===== src/rtl/cycle_steal_counter.sv =====
module cycle_steal_counter #(
  parameter int W = 15,
  parameter int AW = 6,
  parameter int NCH = 4,
  parameter logic [AW-1:0] BASE = 6'h20,
  parameter logic [2*NCH-1:0] OP_MAP = 8'hE4
) (
  input  logic           clk,
  input  logic           rst_n,
  input  logic [NCH-1:0] req_i,
  input  logic           boundary_i,
  output logic           grant_o,
  output logic           stall_o,
  output logic           mem_rd_o,
  output logic           mem_wr_o,
  output logic [AW-1:0]  mem_addr_o,
  output logic [W-1:0]   mem_wdata_o,
  input  logic [W-1:0]   mem_rdata_i
);
  localparam int CW = (NCH > 1) ? $clog2(NCH) : 1;

  typedef enum logic [1:0] {S_IDLE, S_RD, S_MOD, S_WR} st_t;

  st_t            st;
  logic [NCH-1:0] pend, clr;
  logic [CW-1:0]  pick, ch;
  logic           any;
  logic [1:0]     op;
  logic [W:0]     sum;
  logic [W-1:0]   addv, nxt, wreg;

  always_comb begin
    pick = '0;
    for (int i = NCH - 1; i >= 0; i--)
      if (pend[i]) pick = CW'(i);
  end

  assign any     = |pend;
  assign grant_o = boundary_i & any & (st == S_IDLE);
  assign clr     = grant_o ? (NCH'(1) << pick) : '0;

  always_ff @(posedge clk) begin
    if (!rst_n) pend <= '0;
    else        pend <= (pend & ~clr) | req_i;
  end

  always_ff @(posedge clk) begin
    if (!rst_n) begin
      st   <= S_IDLE;
      ch   <= '0;
      wreg <= '0;
    end else begin
      case (st)
        S_IDLE: if (grant_o) begin st <= S_RD; ch <= pick; end
        S_RD:   st <= S_MOD;
        S_MOD:  begin st <= S_WR; wreg <= nxt; end
        default: st <= S_IDLE;
      endcase
    end
  end

  assign op   = OP_MAP[2*int'(ch) +: 2];
  assign sum  = {1'b0, mem_rdata_i} + {1'b0, (op == 2'd0) ? W'(1) : ~W'(1)};
  assign addv = sum[W-1:0] + W'(sum[W]);

  always_comb begin
    case (op)
      2'd0, 2'd1: nxt = addv;
      2'd2:       nxt = {mem_rdata_i[W-2:0], 1'b1};
      default:    nxt = {mem_rdata_i[W-2:0], 1'b0};
    endcase
  end

  assign stall_o     = (st != S_IDLE);
  assign mem_rd_o    = (st == S_RD);
  assign mem_wr_o    = (st == S_WR);
  assign mem_addr_o  = BASE + AW'(ch);
  assign mem_wdata_o = wreg;

  AST_GRANT_AT_BOUNDARY: assert property (@(posedge clk) disable iff (!rst_n)
    grant_o |-> boundary_i && !stall_o);
  AST_THREE_STALLS: assert property (@(posedge clk) disable iff (!rst_n)
    grant_o |=> stall_o ##1 stall_o ##1 stall_o ##1 !stall_o);
  AST_READ_FIRST: assert property (@(posedge clk) disable iff (!rst_n)
    $rose(stall_o) |-> mem_rd_o);
  AST_WRITE_SAME_ADDR: assert property (@(posedge clk) disable iff (!rst_n)
    mem_wr_o |-> $past(mem_rd_o, 2) && mem_addr_o == $past(mem_addr_o, 2));
  AST_ADDR_IN_WINDOW: assert property (@(posedge clk) disable iff (!rst_n)
    mem_rd_o |-> (int'(mem_addr_o) >= int'(BASE)) && (int'(mem_addr_o) < int'(BASE) + NCH));
  AST_MEM_ONLY_STALLED: assert property (@(posedge clk) disable iff (!rst_n)
    (mem_rd_o || mem_wr_o) |-> stall_o);
  AST_ONE_STROBE: assert property (@(posedge clk) disable iff (!rst_n)
    $onehot0({mem_rd_o, mem_wr_o}));
  AST_GRANT_CLEARS_ONE: assert property (@(posedge clk) disable iff (!rst_n)
    grant_o |-> $countones(clr) == 1);
endmodule


===== config.mk =====
export PLATFORM = sky130hd
export DESIGN_NAME = cycle_steal_counter
export DESIGN_NICKNAME = d
export VERILOG_FILES = /design/src/rtl/cycle_steal_counter.sv
export SDC_FILE = /design/constraint.sdc
export NUM_CORES = 1
export LEC_CHECK = 0
export ABC_AREA = 1
export BUFFER_PORTS_ARGS = -buffer_cell sky130_fd_sc_hd__buf_2
export CORE_AREA = 2 2 67 69
export DETAILED_ROUTE_END_ITERATION = 16
export DIE_AREA = 0 0 69 71
export GPL_ROUTABILITY_DRIVEN = 0
export PLACE_DENSITY = 0.85
export SYNTH_ARGS = -nofsm -noshare
export SYNTH_HDL_FRONTEND = slang
export SYNTH_SLANG_ARGS = --single-unit

===== constraint.sdc =====
create_clock -name clk -period 4.9 [get_ports clk]
set_clock_uncertainty 0.05 [all_clocks]
set_input_delay 0.245 -clock clk [delete_from_list [all_inputs] [get_ports clk]]
set_output_delay 0.245 -clock clk [all_outputs]
set_load 0.02 [all_outputs]

After elaboration in Yosys (flattened, before gate mapping)

Cells that the tools add are included.

Register bits after elaboration: 23
Input bits: 22

$add $sub $neg: 3
Equal/unequal tests: 6
Shift-type cells: 2
Multiplexer cells: 9
Bitwise gates (word level): 5
Reductions and logical operators: 6

Operator list:

| cell                                                                        | number |
|---|---|
| 15-bit one-hot mux with 2 select lines                                      | 1 |
| 15-bit by 15-bit adder with 16-bit output                                   | 1 |
| 15-bit by 1-bit adder with 15-bit output                                    | 1 |
| 15-bit 2-to-1 mux                                                           | 1 |
| 2-bit 2-to-1 mux                                                            | 5 |
| 8-bit by 4-bit variable part select with 2-bit output, first input constant | 1 |
| 6-bit by 2-bit adder with 6-bit output, first input constant                | 1 |
| 2-bit == test, second input constant                                        | 3 |
| 2-bit one-hot mux with 3 select lines                                       | 1 |
| 4-bit bitwise AND                                                           | 1 |
| 2-bit by 1-bit == test with 1-bit output, second input constant             | 2 |
| 2-bit zero test                                                             | 2 |
| 4-bit 2-to-1 mux                                                            | 1 |
| 4-bit NOT                                                                   | 1 |
| 4-bit OR                                                                    | 1 |
| 4-bit OR reduction                                                          | 1 |
| 1-bit by 2-bit << shifter with 4-bit output, first input constant           | 1 |
| 1-bit bitwise AND                                                           | 2 |
| 2-bit != test, second input constant                                        | 1 |
| 2-bit AND reduction                                                         | 1 |
| 2-bit nonzero test                                                          | 1 |
| 2-bit OR reduction                                                          | 1 |

Depth between registers and ports, before layout

Word-level depth: 9
Gate-level depth with buffers: 24
Gate-level depth less buffers: 24

Worst setup path after synthesis

No wires, ideal clock.

Path type: register -> register
Start: register ch[1]
End: register wreg[14], in the netlist mem_wdata_o[14]
Library setup time: 0.131 ns
Data arrival time: 3.243 ns
Required time: 4.719 ns
Setup slack: 1.477 ns
Stages on the path, launching flop included: 24
Period minus slack after synthesis: 3.423 ns
Cell sequence: dfxtp_1 -> nor2_1 -> inv_1 -> ha_1 -> inv_1 -> nor3_1 -> and2_1 -> nand2_1 -> nand2_1 -> a21oi_1 -> o21bai_1 -> ha_1 -> ha_1 -> inv_1 -> nor2_2 -> nand3_1 -> nor2_1 -> nand2_1 -> nor2_2 -> nand3_1 -> o21bai_1 -> nand3_1 -> nand2_1 -> a21oi_2

Cells in the longest elaborated chain, start to end: 6

RTL lines:

| element                                                 | RTL line | source |
|---|---|---|
| start, declared                                         | 26       | `logic [CW-1:0] pick, ch;` |
| start signal, assigned                                  | 50       | `ch <= '0;` |
| start signal, assigned                                  | 54       | `S_IDLE: if (grant_o) begin st <= S_RD; ch <= pick; end` |
| 8-bit by 4-bit variable part select with 2-bit output * | 62       | `assign op = OP_MAP[2*int'(ch) +: 2];` |
| 2-bit zero test                                         | 63, 67   |  |
| 15-bit 2-to-1 mux                                       | 63       | `assign sum = {1'b0, mem_rdata_i} + {1'b0, (op == 2'd0) ? W'(1) : ~W'(1)};` |
| 15-bit by 15-bit adder with 16-bit output               | 63       |  |
| 15-bit by 1-bit adder with 15-bit output                | 64       | `assign addv = sum[W-1:0] + W'(sum[W]);` |
| 15-bit one-hot mux with 2 select lines *                | 67       | `case (op)` |
| end signal, assigned                                    | 51       | `wreg <= '0;` |
| end signal, assigned                                    | 56       | `S_MOD: begin st <= S_WR; wreg <= nxt; end` |
| end, declared                                           | 30       | `logic [W-1:0] addv, nxt, wreg;` |

Every way passes the cells marked *; elsewhere a longest branch is shown, timed or not.
A chain may end at the register's enable or synchronous reset.

Worst setup path after layout

Ends and elaborated chain as after synthesis.

==> impl_metrics.toml <==
[global_routing]
grt_pass1_vias = 2682
track_usage_pct = 26.6
antenna_found_initial = 0
grt-busiest-layer = "met2"
use_met3_pct = 3.42
grt-ovfl-total = 0
grt_first_pass_wirelength_um = 10900
grt_max_degree = 28
grtUsageMet1_pct = 32.2
met2_usage_pct = 48.0

[critical_path]
path_class = "reg2reg"
cp_num_buf_inv = 2
critPathMostFrequentCell = "nand2_1"
critPathMaxFanout = 17
timing.rr.end = "mem_wdata_o[14]"
rr_worst_depth = 23
required_ns = 4.99
endpoint_kind = "flop"
max_stage_delay_ns = 0.51
start_kind = "flop"
path_delay_family = "simple AND/OR/NAND/NOR gates"
regToRegSetupSlack_ns = 0.87
crit_arrival_ns = 4.12
cp_slowest_cell = "ha_1"
cp_cell_sequence = "nor2_1 -> inv_1 -> ha_1 -> nand2_1 -> nor3_1 -> and2_1 -> nand2_1 -> nand2_1 -> a21oi_1 -> o21bai_1 -> ha_1 -> ha_1 -> inv_1 -> nor2_2 -> nand3_1 -> nor2_1 -> nand2_1 -> nor2_2 -> nand3_1 -> o21bai_1 -> nand3_1 -> nand2_1 -> a21oi_2"
rr_startpoint = "ch[1]"

[clocking]
insertion_delay_ns = 0.26
cts_setup_buffers = 0
cts_buffers = 3
cts_tree = "built"
cts_resized = 0
clkTransAtPathRegs_ns = 0.08
hold_buffers = 0
clk_root_buffer_cell = "clkbuf_8"
clk_path_buf_depth = 2
cts_num_sinks = 23
h-tree-depth = 1

[drt]
firstDrtPassIters = 5
drtIter0Drc = 180
vias_per_cell = 5.38
ant_nets = 0
avgRoutedWirePerCell_um = 12.5
wl_um = 6380
drc_errors = 0
num_vias = 2751

[synth]
yosys.area_share.adder_pct = 12.9
synth_area_sq_um = 2490
synthCells = 420
yosys.area_share.simple_pct = 43.0
synth_xor_area_share_pct = 0.705
synth_seq_area_share_pct = 18.5
syn_area_per_cell_sq_um = 5.92
synth_compound_area_share_pct = 13.3
synth_top_family_by_area = "simple AND/OR/NAND/NOR gates"
synth_cell_types = 31
muxShareOfSynthArea_pct = 0
ys_ff_latch = 23
ys.warnings.count = 0

[timing]
hold_violations = 0
worstMarginPinSlew_ns = 0.661
worst_hold_slack_ns = 0.139
fin_tns_setup_ns = 0
finalSetupViolations = 0
finalMaxSlewViolations = 0
relSlewSlack_pct = 55.7
clock.fmax_mhz = 248
final.period_utilization_pct = 82.2
rsz0062_at_grt = "false"
period_minus_slack_ns = 4.03

[power_and_ir_drop]
leakage_nw = 1.56
internal_power_w = 0.000601
clockPowerShare_pct = 8.8
cellPowerDensity_nw_per_um2 = 474
power_frac_comb_pct = 70.9
switching_share_pct = 54.1
switching_power_w = 0.000708
p_seq_share_pct = 20.3
irDropWorstVdd_uv = 327
power_w = 0.00131

[finish]
final_cells = 511
layout.nets = 507
areaGrowthSynthToFinish_pct = 11.1
final_cell_area_sq_um = 2760
antenna_cells = 0
drive_gt1_share_pct = 15.7

[die]
row_count = 24
ios = 47
die-area_sq_um = 4900
coreArea_sq_um = 4200
initial_utilization_pct = 59.1
die_w_um = 69
die-height_um = 71

[worst_hold_path]
hold_end = "pend[2]"
min_from = "req_i[2]"
hold_path.class = "in2reg"
min_path_cells = 3

[placement]
dp.cells = 507
placed_area_sq_um = 2720
io_buffers = 42
dp_hpwl_um = 5200

[run]
maxCapViolations = 0

[status]
outcome = "finished, final reports clean"
[worst max-delay path by stage]
stage	endpoint	slack, ns	start	cells past startpoint
after detailed placement	mem_wdata_o[14]	0.93	ch[1]	23
after CTS	mem_wdata_o[12]	0.90	ch[1]	23
after floorplan	mem_wdata_o[14]	1.48	ch[1]	23
after global placement	mem_wdata_o[14]	1.16	ch[1]	24
final	mem_wdata_o[14]	0.87	ch[1]	23
after global routing	mem_wdata_o[14]	0.38	ch[1]	23
[final cells by class]
class,instances,area (sq um)
Multi-Input combinational cell,329,1750
Fill cell,386,1440
Sequential cell,23,460
Inverter,61,229
Timing Repair Buffer,42,210
Tap cell,52,65.1
Clock buffer,4,45.0
[cells in the mapped netlist]
| cell | number | area [sq um] |
|---|---|---|
| clkbuf_1 | 3 | 11.3 |
| nor3_1 | 3 | 15.0 |
| o21ai_0 | 8 | 40.0 |
| nand3_1 | 35 | 175 |
| o211ai_1 | 8 | 60.1 |
| a21oi_2 | 1 | 8.76 |
| xor2_1 | 1 | 8.76 |
| nor2_2 | 7 | 43.8 |
| nand2_2 | 9 | 56.3 |
| fa_1 | 1 | 20.0 |
| nand3_2 | 5 | 50.1 |
| buf_2 | 2 | 10.0 |
| nand4_1 | 10 | 62.6 |
| o41ai_1 | 1 | 8.76 |
| conb_1 | 2 | 7.51 |
| buf_4 | 4 | 30.0 |
| dfxtp_1 | 23 | 460 |
| nand3b_1 | 1 | 7.51 |
| clkinv_1 | 3 | 11.3 |
| nand2_1 | 133 | 499 |
| o21ai_1 | 3 | 15.0 |
| and2_1 | 2 | 12.5 |
| xnor2_1 | 1 | 8.76 |
| inv_2 | 3 | 11.3 |
| o21bai_1 | 4 | 30.0 |
| nor2_1 | 33 | 124 |
| a21oi_1 | 32 | 160 |
| ha_1 | 24 | 300 |
| o221ai_1 | 1 | 8.76 |
| nor2_4 | 2 | 22.5 |
| inv_1 | 55 | 206 |
[worst reg2reg max path: stages (launching register included)]
cell and delay (ns):
dfxtp_1 0.39, nor2_1 0.26, inv_1 0.36, ha_1 0.51
nand2_1 0.13, nor3_1 0.22, and2_1 0.16, nand2_1 0.06
nand2_1 0.09, a21oi_1 0.06, o21bai_1 0.17, ha_1 0.20
ha_1 0.14, inv_1 0.05, nor2_2 0.14, nand3_1 0.11
nor2_1 0.10, nand2_1 0.08, nor2_2 0.17, nand3_1 0.09
o21bai_1 0.12, nand3_1 0.08, nand2_1 0.10, a21oi_2 0.05
[placed cells by master, fill, tap and decap left out, types with 4 or more instances in the layout]
cell type,Yosys,layout
nand2_1,133,133
nand3_2,5,5
nand3_1,35,35
o21ai_0,8,8
nand4_1,10,10
inv_1,55,55
ha_1,24,24
o211ai_1,8,8
nor2_1,33,33
conb_1,2,4
dfxtp_1,23,23
a21oi_1,32,32
nand2_2,9,9
o21bai_1,4,4
nor2_2,7,7
buf_2,2,42
[registers in the layout, summed over array words and instances, names as in the netlist]
name         cells
pend             4
ch               2
mem_wdata_o     15
st               2
[cell families after synthesis]
kind of cell    after synthesis
buf+inv                      70
fa+ha+maj                    25
other cells                   2
simple gates                240
flops                        23
compound gates               58
xor+xnor                      2
[metal layers]
layer / share of wire, % / routed length (um) / vias up
li1: - / - / 1429
met4: 3.6 / 229 / 0
met2: 48 / 3040 / 94
met5: 0 / 0 / -
met3: 4.1 / 260 / 20
met1: 45 / 2840 / 1208
[per-stage QoR]
stage | worst slack [ns] | utilization, %
floorplan | 1.48 | -
finish | 0.872 | 65.7
global route | 0.377 | 65.7
CTS | 0.903 | 65.7
global placement | 1.16 | 64.6
detailed placement | 0.930 | 64.6
[power groups by stage]
stage | combinational [W] | sequential, W | clock (W)
after global routing | 0.00105 | 0.000275 | 0.000125
after global placement | 0.000893 | 0.000268 | 0
after detailed placement | 0.000914 | 0.000270 | 0
after floorplan | 0.000670 | 0.000312 | 0
after CTS | 0.000920 | 0.000267 | 0.000117
final | 0.000928 | 0.000266 | 0.000115
(Power assumes the default switching activity.)
